`src/rtl/lsu_lane_steer.sv`:
```
module lsu_lane_steer #(
  parameter int AW = 32
) (
  input  logic          clk,
  input  logic          rst,
  input  logic          req_valid,
  input  logic          req_write,
  input  logic [1:0]    req_size,
  input  logic          req_unsigned,
  input  logic [AW-1:0] req_addr,
  input  logic [31:0]   req_wdata,
  output logic [AW-1:0] mem_addr,
  output logic [3:0]    mem_we,
  output logic [31:0]   mem_wdata,
  input  logic [31:0]   mem_rdata,
  output logic          rsp_valid,
  output logic          rsp_wen,
  output logic [31:0]   rsp_data,
  output logic          fault
);

  logic [1:0] off;
  logic       sz_byte, sz_half, sz_word, misal;
  logic [3:0] lanes;

  assign off     = req_addr[1:0];
  assign sz_byte = (req_size == 2'b00);
  assign sz_half = (req_size == 2'b01);
  assign sz_word = req_size[1];
  assign misal   = (sz_half & off[0]) | (sz_word & (off != 2'b00));

  assign mem_addr = {req_addr[AW-1:2], 2'b00};

  always_comb begin
    if (sz_byte)      lanes = 4'b1000 >> off;
    else if (sz_half) lanes = off[1] ? 4'b0011 : 4'b1100;
    else              lanes = 4'b1111;
  end

  assign mem_we = (req_valid & req_write & ~misal) ? lanes : 4'b0000;

  always_comb begin
    if (sz_byte)      mem_wdata = {4{req_wdata[7:0]}};
    else if (sz_half) mem_wdata = {2{req_wdata[15:0]}};
    else              mem_wdata = req_wdata;
  end

  logic [1:0] q_off;
  logic [1:0] q_size;
  logic       q_uns;

  always_ff @(posedge clk) begin
    if (rst) begin
      rsp_valid <= 1'b0;
      rsp_wen   <= 1'b0;
      fault     <= 1'b0;
      q_off     <= 2'b00;
      q_size    <= 2'b00;
      q_uns     <= 1'b0;
    end else begin
      rsp_valid <= req_valid & ~req_write;
      rsp_wen   <= req_valid & ~req_write & ~misal;
      fault     <= req_valid & misal;
      if (req_valid & ~req_write) begin
        q_off  <= off;
        q_size <= req_size;
        q_uns  <= req_unsigned;
      end
    end
  end

  logic [7:0]  b_sel;
  logic [15:0] h_sel;
  logic [31:0] ext;

  always_comb begin
    case (q_off)
      2'd0:    b_sel = mem_rdata[31:24];
      2'd1:    b_sel = mem_rdata[23:16];
      2'd2:    b_sel = mem_rdata[15:8];
      default: b_sel = mem_rdata[7:0];
    endcase
  end

  assign h_sel = q_off[1] ? mem_rdata[15:0] : mem_rdata[31:16];

  always_comb begin
    if (q_size == 2'b00)      ext = {{24{~q_uns & b_sel[7]}}, b_sel};
    else if (q_size == 2'b01) ext = {{16{~q_uns & h_sel[15]}}, h_sel};
    else                      ext = mem_rdata;
  end

  assign rsp_data = rsp_wen ? ext : 32'h0;

endmodule

```
`config.mk`:
```
export PLATFORM = sky130hd
export DESIGN_NAME = lsu_lane_steer
export DESIGN_NICKNAME = d
export VERILOG_FILES = /design/src/rtl/lsu_lane_steer.sv
export SDC_FILE = /design/constraint.sdc
export NUM_CORES = 1
export LEC_CHECK = 0
export ABC_AREA = 1
export BUFFER_PORTS_ARGS = -buffer_cell sky130_fd_sc_hd__buf_2
export CAP_MARGIN = 0
export CORE_AREA = 2 2 80 82
export DETAILED_ROUTE_END_ITERATION = 7
export DIE_AREA = 0 0 82 84
export HOLD_SLACK_MARGIN = 0.08
export PLACE_DENSITY = 0.85
export SLEW_MARGIN = 0
export SYNTH_ARGS = -nofsm -noshare
export SYNTH_HDL_FRONTEND = slang
export SYNTH_SLANG_ARGS = --single-unit
```
`constraint.sdc`:
```
create_clock -name clk -period 2.35 [get_ports clk]
set_clock_uncertainty 0.05 [all_clocks]
set_input_delay 0.47 -clock clk [delete_from_list [all_inputs] [get_ports clk]]
set_output_delay 0.47 -clock clk [all_outputs]
set_load 0.03 [all_outputs]
```
Word level (Yosys, flattened, before mapping)
Index checks and enable logic that the tools add are counted.
{"block": "word_totals", "inputBits": 103, "elab_cells": 39, "mem_bits_ro": 0, "ram_bits": 0, "n_memories": 0, "latchBits": 0, "register_bits": 8, "output_inout_bits": 103}
{"block": "op_classes", "magnitude_cmp": 0, "n_reduce_logical": 4, "mul": 0, "n_mux": 11, "shift": 1, "n_eq_ne": 4, "div": 0, "add_sub_neg": 0, "n_bitwise": 13}
{"op": "$mux W32", "n": 5}
{"op": "$pmux W8 S3", "n": 1}
{"op": "$mux W16", "n": 1}
{"op": "$mux W4", "n": 4}
{"op": "$and A1 B1 Y1", "n": 9}
{"op": "$eq A2 B1 Y1 const B", "n": 3}
{"op": "$logic_not A2 Y1", "n": 3}
{"op": "$shr A4 B2 Y4 const A", "n": 1}
{"op": "$not A1 Y1", "n": 3}
{"op": "$eq A2 B2 Y1 const B", "n": 1}
{"op": "$reduce_bool A2 Y1", "n": 1}
{"op": "$or A1 B1 Y1", "n": 1}

Longest topological paths before layout
{"block": "depth", "ltp_word": 6, "ltp_mapped": 7, "depth_no_buf": 7}

Worst setup path after synthesis
Ideal clock, no wire load.
{"block": "synth_path", "path_type": "flip-flop to output port", "startpoint": "register rsp_wen", "endpoint": "output port rsp_data[21]", "slack_ps": 147, "required_time_ps": 1830, "stages_incl_launch_ff": 7, "path_buffers": 2, "t_arrival_ps": 1683, "cell_sequence": "dfxtp_1 buf_2 inv_1 clkbuf_1 nor2_1 nand3_1 a21oi_1"}
{"block": "synth_via", "elab_chain_cells": 1}
{"item": "start, declared", "line": "17", "rtl": "output logic rsp_wen,"}
{"item": "start signal, assigned", "line": "62", "rtl": "rsp_wen <= req_valid & ~req_write & ~misal;"}
{"item": "$mux W32", "line": "93", "rtl": "assign rsp_data = rsp_wen ? ext : 32'h0;"}
{"item": "end, declared", "line": "18", "rtl": "output logic [31:0] rsp_data,"}
Every way passes these cells.

Worst setup path after layout
{"block": "layout_path", "startpoint": "register q_off[1]", "endpoint": "output port rsp_data[20]"}
{"block": "layout_via", "elab_chain_cells": 5, "word_cells_on_any_way": 10, "cone_classes": "eq/ne (2); mux (5); bitwise (2); reduce/logical (1)"}
{"item": "start, declared", "line": "48", "rtl": "logic [1:0] q_off;"}
{"item": "start signal, assigned", "line": "57", "rtl": "q_off <= 2'b00;"}
{"item": "start signal, assigned", "line": "65", "rtl": "q_off <= off;"}
{"item": "$eq A2 B2 Y1, or another cell as far along", "line": "77", "rtl": "case (q_off)"}
{"item": "$pmux W8 S3 / $and A1 B1 Y1 (equally long branches)", "line": "77, 89"}
{"item": "$and A1 B1 Y1 / $mux W32 (equally long branches)", "line": "88, 89"}
{"item": "$mux W32 (*)", "line": "88", "rtl": "if (q_size == 2'b00) ext = {{24{~q_uns & b_sel[7]}}, b_sel};"}
{"item": "$mux W32 (*)", "line": "93"}
Every way passes the cells marked *; elsewhere a longest branch is shown, timed or not.

==> qor.yml <==
die:
  core_um2: 6100
  die_w_um: 82
  num_rows: 29
  start_util: 0.338
  io_pins: 206
  die_area_um2: 6890
  die_h_um: 84
route:
  wl_per_cell_um: 14.8
  drtAntennaViolNets: 0
  drc: 0
  drt-total-wl_mm: 8.38
  detail_route.iter0.violations: 214
  vias_per_cell: 5.28
  first_pass_iters: 8
  routed-via-count: 2991
synth:
  synthTopCellsByArea: "nand2_1 (20%), buf_4 (15%), nand3_1 (14%)"
  synth_top_area_cell: "nand2_1"
  synthMostInstantiatedCell: "nand2_1"
  synth_top_area_share: 0.197
  ys_top_cells_by_count: "nand2_1 (108), nor2_1 (59), nand3_1 (56)"
  synth-seq-cells: 8
  synth_seq_area_share: 0.0778
  synth_edf_count: 0
  ys_types: 25
  yosysWarnings: 0
  synth_cells: 388
  synthFlopType: "dfxtp_1"
  syn_area_um2: 2060
  syn_area_per_cell_um2: 5.30
  async_flop_share: 0
global_route:
  gr-total-overflow: 0
  grt_pass1_wl_mm: 12.7
  grt_max_degree: 32
  track_usage: 0.233
  grt_pass1_vias: 2623
  antenna_found_initial: 0
pwr:
  intPower_mw: 0.445
  pwr-share-seq: 0.170
  ir_drop_v: 0.000204
  p_leak_nw: 1.47
  switchingPower_mw: 0.471
  swShare: 0.514
  finalPower_mw: 0.916
  pwr-share-clk: 0.177
  power.density_nw_per_um2: 347
  p_comb_frac: 0.653
placement:
  dpl.hpwl_mm: 6.61
  numPortBuffers: 143
  gp_congestion: 0.973
  dp_slack_ns: 0.200
cts:
  cts_buffers: 3
  cts_hold_buf: 0
  cts.path.max_buffers: 2
  cts_tree: "built"
  root_buffer: "clkbuf_8"
  htree_levels: 1
  clk_latency_ns: 0.22
  clk_pin_slew_worst_paths_ns: 0.04
  numClockSinks: 8
final_layout:
  fill_cells: 647
  num_antenna_cells: 0
  final_util: 0.433
  drive_gt1_frac: 0.373
  area.growth.synth_to_final_pct: 28.2
  nets: 595
critical_path:
  crit_path_max_fanout: 18
  rrSetupSlack_ns: 1.44
  worst_ep_required_time_ns: 1.83
  cpLargestDelayFamily: "simple AND/OR/NAND/NOR gates"
  critPathBufInv: 2
  worst_setup_path_start_kind: "register"
  crit_type: "reg -> out"
  critPathMaxStageDelay_ns: 0.34
  cp_data_arrival_time_ns: 1.77
  crit_chain: "buf_4, nor2_4, nand2_1, nand3_4, nand3_2, a21oi_1, clkbuf_4"
  cp-end-kind: "primary output"
  cpMaxStageDelayCell: "dfxtp_1"
timing:
  hold_violations: 0
  period_share: 0.974
  fmax_mhz: 437
  setup_viol: 0
  fin_hold_ws_ns: 0.462
  rsz0062_at_grt: "true"
  period_needed_ns: 2.29
  fin_ws_ns: 0.0601
  drv_slew: 0
hold_path:
  min_path_type: "in -> reg"
job:
  cap_violations: 0
outcome:
  status: "finished, final reports clean"
per-layer routing:
| layer | share of wire | track usage | vias up |
|---|---|---|---|
| li1 | - | - | 1435 |
| met1 | 0.38 | 0.276 | 1317 |
| met2 | 0.50 | 0.415 | 213 |
| met3 | 0.098 | 0.0390 | 26 |
| met4 | 0.023 | 0.0758 | 0 |
| met5 | 0 | 0 | - |
state kept, by name, indices dropped and copies added, names as in the netlist:
register / cells
rsp_valid: 1
fault: 1
q_size: 2
q_uns: 1
rsp_wen: 1
q_off: 2
placed cells by master (no fill, tap or decap):
cell / instances
a21oi_1: 28
buf_2: 141
dfxtp_1: 7
o211ai_1: 8
nor2_1: 59
a21oi_2: 1
clkbuf_4: 2
a211oi_1: 5
clkinvlp_4: 1
dfxtp_2: 1
nand3_2: 3
nor3_1: 1
o21ai_2: 1
clkbuf_8: 3
inv_1: 17
nand3_1: 56
nor2_2: 3
inv_2: 4
nand3_4: 4
buf_4: 15
nand4_1: 7
nand3b_1: 1
nor2_4: 2
nand2_1: 108
conb_1: 2
o21ai_0: 8
nand2_2: 2
power by group through the flow:
stage	clock network [mW]	registers, mW	logic [mW]
2_1_floorplan	0	0.157	0.491
3_3_place_gp	0	0.157	0.552
3_5_place_dp	0	0.158	0.561
4_1_cts	0.170	0.156	0.571
5_1_grt	0.179	0.157	0.645
6_report	0.162	0.156	0.598
cells by family after synthesis:
logic type / after synthesis / synth area share
simple gates: 243 / 0.521
buf+inv: 85 / 0.256
compound gates: 51 / 0.143
flops: 8 / 0.0778
other cells: 1 / 0.00182
final cells by class:
cell class | count | area, um^2 | area share
repair buffers | 158 | 833 | 0.316
flip-flops and latches | 8 | 161 | 0.0612
well taps | 77 | 96.3 | 0.0365
clock buffers | 3 | 41.3 | 0.0156
inverters | 22 | 86.3 | 0.0327
multi-input cells | 299 | 1420 | 0.538
worst paths after layout:
kind / start / to / cells after the start
setup / recovery: q_off[1] / rsp_data[20] / 7
hold / removal: rst / rsp_valid / 2
setup reg to reg: q_off[0] / q_off[0] / 2
hold reg to reg: q_off[1] / q_off[1] / 2
through the flow:
stage,area [um^2],instances,TNS (ns)
after detailed placement,2490,554,0
after CTS,2550,558,0
final,2640,567,0
after global placement,2490,554,0
after global routing,2640,567,-0.00112
after floorplan,2060,389,0
repair_timing:
action	CTS	global route
buffers inserted	0	7
endpoints found under the setup margin	23	31
cloned	1	2
resized for setup	2	4
pin swaps	0	2
No activity file was read; power rests on OpenSTA's default activity.
